**src/rtl/boot_chain_pkg.sv**
```systemverilog
package boot_chain_pkg;
   typedef enum logic [2:0] {
      ST_START, ST_WDT, ST_CLK, ST_LOAD, ST_CHECK, ST_DONE, ST_FAIL, ST_RESUME
   } bc_state_e;

   localparam int unsigned N_STAGES = 4;
   typedef logic [1:0] stage_t;
   localparam stage_t STG_PRIMARY = 2'd0;
   localparam stage_t STG_SD2     = 2'd1;
   localparam stage_t STG_UART    = 2'd2;
   localparam stage_t STG_USB     = 2'd3;
endpackage

```
**src/rtl/boot_chain_sum.sv**
```systemverilog
module boot_chain_sum #(
   parameter int unsigned DATA_W = 32
) (
   input  logic              clk,
   input  logic              rst_n,
   input  logic              clr,
   input  logic              take,
   input  logic              last,
   input  logic [DATA_W-1:0] word,
   output logic              match
);
   logic [DATA_W-1:0] sum_q;
   logic [DATA_W-1:0] ref_q;

   always_ff @(posedge clk or negedge rst_n) begin
      if (!rst_n) begin
         sum_q <= '0;
         ref_q <= '0;
      end else if (clr) begin
         sum_q <= '0;
         ref_q <= '0;
      end else if (take) begin
         if (last) ref_q <= word;
         else      sum_q <= sum_q + word;
      end
   end

   assign match = (sum_q == ref_q);
endmodule

```
**src/rtl/boot_chain_tmo.sv**
```systemverilog
module boot_chain_tmo #(
   parameter int unsigned LIMIT = 100000
) (
   input  logic clk,
   input  logic rst_n,
   input  logic clr,
   input  logic run,
   output logic hit
);
   localparam int unsigned CNT_W = $clog2(LIMIT + 1);

   if (LIMIT < 2) begin : g_bad_limit
      $error("boot_chain_tmo: LIMIT must be at least 2");
   end

   logic [CNT_W-1:0] cnt_q;

   assign hit = run && (cnt_q == CNT_W'(LIMIT - 1));

   always_ff @(posedge clk or negedge rst_n) begin
      if (!rst_n)             cnt_q <= '0;
      else if (clr)           cnt_q <= '0;
      else if (run && !hit)   cnt_q <= cnt_q + 1'b1;
   end
endmodule

```
**src/rtl/boot_chain_seq.sv**
```systemverilog
module boot_chain_seq
   import boot_chain_pkg::*;
#(
   parameter int unsigned DATA_W     = 32,
   parameter int unsigned STRAP_W    = 2,
   parameter int unsigned IMG_BYTES  = 16384,
   parameter int unsigned RAM_BYTES  = 98304,
   parameter int unsigned RAM_OFF    = 0,
   parameter int unsigned TMO_CYCLES = 100000,
   localparam int unsigned BYTES_W   = DATA_W / 8,
   localparam int unsigned IMG_WORDS = IMG_BYTES / BYTES_W,
   localparam int unsigned CNT_W     = $clog2(IMG_WORDS),
   localparam int unsigned ADDR_W    = $clog2(RAM_BYTES),
   localparam int unsigned SHIFT     = $clog2(BYTES_W)
) (
   input  logic               clk,
   input  logic               rst_n,
   input  logic [STRAP_W-1:0] strap_sel,
   input  logic               wake_deep,
   output logic               wdt_off,
   output logic               clk_cfg,
   output logic [3:0]         ld_req,
   output logic [STRAP_W-1:0] ld_dev,
   input  logic               ld_valid,
   input  logic [DATA_W-1:0]  ld_data,
   input  logic               ld_err,
   output logic               ram_we,
   output logic [ADDR_W-1:0]  ram_addr,
   output logic [DATA_W-1:0]  ram_wdata,
   output logic               boot_done,
   output logic               boot_fail,
   output logic [1:0]         boot_src,
   output logic               resume
);
   if (DATA_W % 8 != 0 || IMG_BYTES % BYTES_W != 0) begin : g_bad_width
      $error("boot_chain_seq: image must be whole words of whole bytes");
   end
   if (IMG_WORDS < 2) begin : g_bad_img
      $error("boot_chain_seq: image needs at least two words");
   end
   if (RAM_OFF + IMG_BYTES > RAM_BYTES) begin : g_bad_ram
      $error("boot_chain_seq: image does not fit in RAM");
   end

   bc_state_e         state_q, state_d;
   stage_t            stage_q;
   logic [CNT_W-1:0]  widx_q;
   logic [STRAP_W-1:0] strap_q;
   logic              take, last_word, sum_ok, tmo_hit, fail_now, att_clr;
   logic              in_load, last_stage;

   assign in_load    = (state_q == ST_LOAD);
   assign last_stage = (stage_q == STG_USB);
   assign take       = in_load && ld_valid && !ld_err;
   assign last_word  = (widx_q == CNT_W'(IMG_WORDS - 1));
   assign fail_now   = (in_load && (ld_err || (!take && tmo_hit)))
                    || (state_q == ST_CHECK && !sum_ok);
   assign att_clr    = (state_q == ST_CLK) || fail_now;

   boot_chain_sum #(.DATA_W(DATA_W)) u_sum (
      .clk(clk), .rst_n(rst_n), .clr(att_clr), .take(take),
      .last(last_word), .word(ld_data), .match(sum_ok)
   );

   boot_chain_tmo #(.LIMIT(TMO_CYCLES)) u_tmo (
      .clk(clk), .rst_n(rst_n), .clr(att_clr), .run(in_load), .hit(tmo_hit)
   );

   always_comb begin
      state_d = state_q;
      unique case (state_q)
         ST_START: state_d = wake_deep ? ST_RESUME : ST_WDT;
         ST_WDT:   state_d = ST_CLK;
         ST_CLK:   state_d = ST_LOAD;
         ST_LOAD: begin
            if (fail_now)                state_d = last_stage ? ST_FAIL : ST_LOAD;
            else if (take && last_word)  state_d = ST_CHECK;
         end
         ST_CHECK: begin
            if (sum_ok)                  state_d = ST_DONE;
            else                         state_d = last_stage ? ST_FAIL : ST_LOAD;
         end
         default:  state_d = state_q;
      endcase
   end

   always_ff @(posedge clk or negedge rst_n) begin
      if (!rst_n) begin
         state_q <= ST_START;
         stage_q <= STG_PRIMARY;
         widx_q  <= '0;
         strap_q <= '0;
      end else begin
         state_q <= state_d;
         if (state_q == ST_START) strap_q <= strap_sel;
         if (fail_now && !last_stage) stage_q <= stage_q + 1'b1;
         if (att_clr)     widx_q <= '0;
         else if (take)   widx_q <= widx_q + 1'b1;
      end
   end

   for (genvar g = 0; g < N_STAGES; g++) begin : g_req
      assign ld_req[g] = in_load && (stage_q == stage_t'(g));
   end

   assign ld_dev    = (in_load && stage_q == STG_PRIMARY) ? strap_q : '0;
   assign wdt_off   = (state_q == ST_WDT);
   assign clk_cfg   = (state_q == ST_CLK);
   assign ram_we    = take;
   assign ram_wdata = ld_data;
   assign ram_addr  = ADDR_W'(RAM_OFF) + (ADDR_W'(widx_q) << SHIFT);
   assign boot_done = (state_q == ST_DONE);
   assign boot_fail = (state_q == ST_FAIL);
   assign resume    = (state_q == ST_RESUME);
   assign boot_src  = stage_q;

   assert_req_onehot_R9: assert property (@(posedge clk) disable iff (!rst_n)
      $onehot0(ld_req));
   assert_pulse_order_R2: assert property (@(posedge clk) disable iff (!rst_n)
      wdt_off |=> clk_cfg && !wdt_off);
   assert_cfg_then_req_R2: assert property (@(posedge clk) disable iff (!rst_n)
      clk_cfg |=> ld_req[0] && !clk_cfg);
   assert_resume_quiet_R3: assert property (@(posedge clk) disable iff (!rst_n)
      resume |-> (ld_req == 4'b0) && !wdt_off && !clk_cfg && !ram_we);
   assert_write_in_load_R4: assert property (@(posedge clk) disable iff (!rst_n)
      ram_we |-> (ld_req != 4'b0));
   assert_err_advance_R7: assert property (@(posedge clk) disable iff (!rst_n)
      (ld_req[0] && ld_err) |=> ld_req[1]);
   assert_fail_hold_R10: assert property (@(posedge clk) disable iff (!rst_n)
      boot_fail |=> boot_fail && !boot_done);
   assert_done_hold_R11: assert property (@(posedge clk) disable iff (!rst_n)
      boot_done |=> boot_done && $stable(boot_src));
endmodule

```
**config.mk**
```make
export PLATFORM = sky130hd
export DESIGN_NAME = boot_chain_seq
export DESIGN_NICKNAME = d
export VERILOG_FILES = /design/src/rtl/boot_chain_pkg.sv /design/src/rtl/boot_chain_sum.sv /design/src/rtl/boot_chain_tmo.sv /design/src/rtl/boot_chain_seq.sv
export SDC_FILE = /design/constraint.sdc
export NUM_CORES = 1
export LEC_CHECK = 0
export BUFFER_PORTS_ARGS = -buffer_cell sky130_fd_sc_hd__buf_2
export CORE_UTILIZATION = 35
export CTS_CLUSTER_DIAMETER = 120
export CTS_CLUSTER_SIZE = 12
export DETAILED_ROUTE_END_ITERATION = 16
export PLACE_DENSITY_LB_ADDON = 0.15
export RECOVER_POWER = 25
export REMOVE_ABC_BUFFERS = 1
export SYNTH_ARGS = -nofsm -noshare
export SYNTH_HDL_FRONTEND = slang
export SYNTH_HIERARCHICAL = 1
export SYNTH_SLANG_ARGS = --single-unit
```
**constraint.sdc**
```tcl
create_clock -name clk -period 5.4 [get_ports clk]
set_clock_uncertainty 0.1 [all_clocks]
set_input_delay 1.08 -clock clk [delete_from_list [all_inputs] [get_ports clk]]
set_output_delay 1.08 -clock clk [all_outputs]
set_load 0.1 [all_outputs]
```
== Word-level counts from Yosys, hierarchy flattened ==
Index checks and enable logic that the tools add are counted.
Cells by class
  add/sub/neg operators: 4
  multipliers: 0
  divide/modulo/power cells: 0
  order comparisons: 0
  eq/ne operators: 15
  shift operators: 0
  mux-type cells: 17
  bitwise gates (word level): 0
  reduce and logical (&&, ||, !) cells: 30
Operator list (count)
  2-to-1 mux 32 bit: 6
  2-to-1 mux 17 bit: 2
  adder 32 bit: 1
  == test 32 bit: 1
  2-to-1 mux 12 bit: 2
  adder 17 x 1 -> 17 bit, second input constant: 1
  == test 17 bit, second input constant: 1
  2-to-1 mux 3 bit: 5
  one-hot mux 3 bit (5 select lines): 1
  logical AND 1 bit: 13
  adder 12 x 1 -> 12 bit, second input constant: 1
  == test 12 bit, second input constant: 1
  == test 3 bit, second input constant: 4
  == test 3 x 2 -> 1 bit, second input constant: 2
  AND reduction 2 bit: 3
  nonzero test 2 bit: 3
  zero test 1 bit: 5
  nonzero test 5 bit: 1
  == test 2 bit, second input constant: 2
  == test 3 x 1 -> 1 bit, second input constant: 1
  zero test 3 bit: 1
  logical OR 1 bit: 3
  inequality test 3 x 2 -> 1 bit, second input constant: 1
  adder 2 x 1 -> 2 bit, second input constant: 1
  other kinds (4): 4
Storage, ports and cells
  register bits: 100
  bits in latches: 0
  memory bits (writable): 0
  bits in read-only memories: 0
  input bits: 39
  memories kept: 0

== Depth between registers and ports, before layout ==
  depth after elaboration: 11
  depth in mapped cells: 16
  depth with buffers taken out: 11

== By module ==
The synthesis kept the hierarchy.
Modules (own cells, without submodules)
  boot_chain_sum: times used 1, cells an instance 474, area each 4385.5 µm², seq. area each 1601.5 µm²
  boot_chain_seq: times used 1, cells an instance 162, area each 1446.4 µm², seq. area each 475.5 µm²
  boot_chain_tmo: times used 1, cells an instance 99, area each 980.9 µm², seq. area each 425.4 µm²

== Least setup slack after synthesis ==
Ideal clock, no wire load.
  path type: in2reg
  from: in ld_err
  to: reg u_sum.sum_q[31]
  library setup time: 0.125 ns
  arrival time: 4.252 ns
  data required time: 5.175 ns
  path slack: 0.924 ns
  cell stages on the path: 7
  path through: nand2b_1 > nor2_1 > nand2b_1 > or3_1 > or4_1 > nand3_1 > mux2_2
Between the ends
  cells in the longest elaborated chain, start to end: 10
RTL lines
  from (decl): line boot_chain_seq.sv:26  | input logic ld_err,
  zero test 1 bit *: line boot_chain_seq.sv:54  | assign take = in_load && ld_valid && !ld_err;
  logical AND 1 bit *: line boot_chain_seq.sv:54
  net ram_we: line boot_chain_seq.sv:27  | output logic ram_we,
  zero test 1 bit: line boot_chain_seq.sv:56  | assign fail_now = (in_load && (ld_err || (!take && tmo_hit)))
  logical AND 1 bit: line boot_chain_seq.sv:56
  logical OR 1 bit: line boot_chain_seq.sv:56
  logical AND 1 bit: line boot_chain_seq.sv:56
  logical OR 1 bit: line boot_chain_seq.sv:57  | || (state_q == ST_CHECK && !sum_ok);
  logical OR 1 bit: line boot_chain_seq.sv:58  | assign att_clr = (state_q == ST_CLK) || fail_now;
  inequality test 2 x 1 -> 1 bit (no source line) / nonzero test 2 bit (equally long branches)
  AND reduction 2 bit (no source line)
  to (signal assigned): line boot_chain_sum.sv:24  | else sum_q <= sum_q + word;
  to (decl): line boot_chain_sum.sv:12  | logic [DATA_W-1:0] sum_q;
The timed path passes the listed nets; every way through them passes the cells marked *.
A chain may end at the register's enable or synchronous reset.

== Worst setup path in the final report ==
  from: reg u_tmo.cnt_q[0]
  to: reg u_sum.ref_q[24]
Between the ends
  cells in the longest elaborated chain, start to end: 9
RTL lines
  from (decl): line boot_chain_tmo.sv:16  | logic [CNT_W-1:0] cnt_q;
  from (signal assigned): line boot_chain_tmo.sv:23  | else if (run && !hit) cnt_q <= cnt_q + 1'b1;
  == test 17 bit *: line boot_chain_tmo.sv:18  | assign hit = run && (cnt_q == CNT_W'(LIMIT - 1));
  logical AND 1 bit *: line boot_chain_tmo.sv:18
  net tmo_hit: line boot_chain_seq.sv:49  | logic take, last_word, sum_ok, tmo_hit, fail_now, att_clr;
  logical AND 1 bit *: line boot_chain_seq.sv:56
  logical OR 1 bit *: line boot_chain_seq.sv:56
  logical AND 1 bit *: line boot_chain_seq.sv:56
  logical OR 1 bit *: line boot_chain_seq.sv:57
  logical OR 1 bit *: line boot_chain_seq.sv:58
  nonzero test 2 bit (no source line)
  AND reduction 2 bit (no source line)
  to (signal assigned): line boot_chain_sum.sv:23  | if (last) ref_q <= word;
  to (decl): line boot_chain_sum.sv:13  | logic [DATA_W-1:0] ref_q;
Marks and branches as above.

==> summary.md <==
| Metric | Value |
|---|---|
| CP Max Fanout | `32` |
| Drt total wl | `18,100 um` |
| Post-Route Setup TNS | `0 ps` |
| Tmin final | `about 3900 ps` |
| CP Class | `reg2reg` |
| ANT nets after route | `0` |
| Hold_sp | `strap_q[0]` |
| Pre-Repair DR Iteration Count | `6` |
| CP peak stage delay | `790 ps` |
| Leakage | `3.71 nW` |
| Die area | `20,000 um2` |
| Final period utilization | `72.5%` |
| Fin. max-slew vios | `78` |
| Final hold vios | `0` |
| Final total power | `0.00321 W` |
| Setup crit end kind | `flip-flop` |
| Most used DFF post-synth | `dfrtp_1` |
| Final Cell Area | `7540 um2` |
| Library cells used by synthesis | `74` |
| Multi-input gate area | `3810 um2` |
| Overflow after GRT | `0` |
| Post-CTS setup buffers | `0` |
| Die H | `142 um` |
| Area Growth Syn to Fin | `10.7%` |
| Cells on Worst Hold Path | `1` |
| Post-synth EDFFs | `0` |
| FMAX | `0.256 GHz` |
| Mapped Cells | `735` |
| Failing checks | `max-capacitance violations, max-slew violations` |
| Nets | `865` |
| GPL Wtd Cong | `0.796` |
| Headroom to the max-slew limit | `-34.8%` |
| Num rows | `50` |
| Clock H-tree levels | `3` |
| Worst-Skew Late Latency | `360 ps` |
| Starting Density | `36.1%` |
| Post-route DRC | `0` |
| VDD IR max | `174 uV` |
| Class of the worst hold path | `reg2reg` |
| Async SR Flop Fraction | `100%` |
| Power density cells | `426 nW/um2` |
| RSZ-0062 raised after global routing | `no` |
| Sequential share of the synthesized area | `36.7%` |
| Vias in the first global route | `~5.7k` |
| Sequential cell area | `2500 um2` |
| IO Pins | `102` |
| CTS tree | `done` |
| Fraction of layout cells with a size suffix above 1 | `around 18%` |
| R2R Path End | `u_sum/ref_q[24]` |
| Largest net degree at the start of global routing | `slightly below 80` |
| CTS root buf | `clkbuf_16` |
| Req. time, crit path | `5600 ps` |
| Slowest stage cell, crit path | `a21oi_2` |
| Worst-Margin Slew | `2020 ps` |
| Wirelength per Cell | `17.2 um` |
| Synthesized area | `6810 um2` |
| Path depth of the worst reg2reg path | `10` |
| Outcome | `complete, but fails checks` |
| Core Region | `18,900 um2` |
| Via count | `5,706` |
| Seq cells post-synth | `100` |
| RR Startpoint | `u_tmo/cnt_q[0]` |
| R2r setup slk | `1490 ps` |
| Ys Warns | `6` |
| Maximum capacitance violations | `1` |
| Placement Cell Area | `between 7000 and 8000 um2` |
| Post-detail-place hpwl | `12,900 um` |
| Avg Inst Size Synth | `about 9 um2` |
| CP Data Arrival Time | `4110 ps` |
| Hold_ws | `between 400 and 500 ps` |
| Port Buffer Count | `96` |
| Clock slew at reported path FFs | `around 70 ps` |
| Global-route wire length before repair | `29,800 um` |
| Via density | `between 5 and 6` |
| Fillers | `just under 2k` |
| GR Util All Layers | `a little under a fifth` |
| Post-CTS resize count | `0` |
| Startpoint Class | `flip-flop` |
| Drt first-iter violations | `296` |
| Die Wd | `142 um` |
| Initial antenna violation count | `0` |
| CP top delay family | `compound AO/OA/AOI/OAI gates` |
| CTS buffer count | `9` |
| CTS Buffer Depth | `2` |
| Crit-path cells | `ha_1, and4_1, nand4_1, nor2_1, nor2b_1, o311ai_0, nand2_2, a21oi_2, buf_4, a22o_1` |
| WP buf/inv | `1` |
| Hold buffer count at CTS | `0` |
| Number of diodes | `0` |
| Final Setup Violations | `0` |
| Clock sinks | `100` |
| Endpoint, Worst Hold | `strap_q[0]` |
==> cell usage in the layout (no fill, tap or decap), types with 4 or more instances in the layout <==
cell	synthesis	final
dfrtp_1	100	100
buf_2	2	95
nand2_1	62	61
nor2_1	54	54
a21oi_1	53	52
xor2_1	41	41
ha_1	37	37
a22o_1	32	32
xnor2_1	27	27
inv_1	22	22
nand3_1	22	22
nand4_1	19	19
nor3_1	18	18
o21ai_0	18	18
nor4_1	16	16
a21o_1	15	15
clkbuf_16	0	9
nor2b_1	9	8
o21a_1	8	8
o31ai_1	7	7
and3_1	7	6
o21bai_1	6	6
or4_1	6	6
a31oi_1	6	6
a211oi_1	6	6
nand2b_1	5	5
and2_1	5	5
conb_1	1	5
buf_4	39	5
and4_1	4	4
mux2_1	4	4
or3_1	4	4
==> flip-flops by register name, summed over array words and instances (netlist names) <==
| signal | cells |
|---|---|
| boot_src | 2 |
| u_tmo/cnt_q | 17 |
| u_sum/ref_q | 32 |
| widx_q | 12 |
| state_q | 3 |
| u_sum/sum_q | 32 |
| strap_q | 2 |
==> layout make-up <==
class / instances / share of cell area (%)
Tap cell: 260 / 4.32
Multi-Input combinational cell: 552 / 50.6
Clock inverter: 6 / 0.647
Inverter: 24 / 1.20
Sequential cell: 100 / 33.2
Clock buffer: 10 / 3.17
Timing Repair Buffer: 101 / 6.87
==> per-stage QoR <==
step | setup slack, ps | cells | util (%)
after floorplan | 51.1 | 676 | -
after global placement | 1280 | 1037 | 38.4
after detailed placement | 1290 | 1037 | 38.4
after CTS | 1470 | 1053 | 39.9
after global routing | 1230 | 1053 | 39.9
final | 1490 | 1053 | 39.9
==> power breakdown <==
group / internal (W) / switching (W) / total, W / leakage [nW]
Combinational: 0.000476 / 0.00113 / 0.00161 / 2.20
Clock: 0.000330 / 0.000315 / 0.000645 / 0.137
Sequential: 0.000844 / 0.000118 / 0.000962 / 1.37
==> cells in the mapped netlist, types with 7 or more instances <==
master | number | area, um2
dfrtp_1 | 100 | 2500
o21ai_0 | 18 | 90.1
xnor2_1 | 27 | 236
inv_1 | 22 | 82.6
xor2_1 | 41 | 359
nor4_1 | 16 | 100
ha_1 | 37 | 463
nor2_1 | 54 | 203
o21a_1 | 8 | 60.1
nor3_1 | 18 | 90.1
nand3_1 | 22 | 110
and3_1 | 7 | 43.8
a22o_1 | 32 | 280
nand4_1 | 19 | 119
nor2b_1 | 9 | 56.3
o31ai_1 | 7 | 52.6
clkbuf_1 | 16 | 60.1
a21o_1 | 15 | 113
a21oi_1 | 53 | 265
buf_4 | 39 | 293
nand2_1 | 62 | 233
==> worst register-to-register path, cell delays in order (launching register included) <==
cell      delay (ps)
dfrtp_1          440
ha_1             250
and4_1           280
nand4_1          120
nor2_1            70
nor2b_1          160
o311ai_0         490
nand2_2          510
a21oi_2          790
buf_4            430
a22o_1           210
==> kinds of logic (layout without fill, tap and decap cells) <==
logic type	after synthesis	after routing	synth area share [%]
compound gates	186	186	19.2
xor+xnor	68	68	8.74
fa+ha+maj	38	38	7.09
buf+inv	87	141	7.64
flops	100	100	36.7
mux	9	9	1.45
other cells	1	5	0.0550
simple gates	246	246	19.1
==> worst max-delay path by stage <==
| stage | to | slack (ps) | startpoint | cells past startpoint |
|---|---|---|---|---|
| after floorplan | u_sum/sum_q[31] | 50 | ld_err | 7 |
| after global placement | u_sum/sum_q[28] | 1280 | ld_data[0] | 11 |
| after CTS | u_sum/ref_q[16] | 1470 | u_tmo/cnt_q[0] | 10 |
| after global routing | u_sum/ref_q[26] | 1230 | u_tmo/cnt_q[0] | 10 |
| final | u_sum/ref_q[24] | 1490 | u_tmo/cnt_q[0] | 10 |
| after detailed placement | u_sum/sum_q[24] | 1290 | ld_data[0] | 12 |
==> routing by layer <==
| layer | vias to the layer above | part of all wire, % | global-route usage, % |
|---|---|---|---|
| met4 | 0 | 0.96 | 4.41 |
| met3 | 17 | 3.9 | 3.00 |
| li1 | 2738 | - | - |
| met5 | - | 0 | 0 |
| met1 | 2799 | 47 | 25.0 |
| met2 | 152 | 48 | 32.9 |
(Power assumes the default switching activity.)
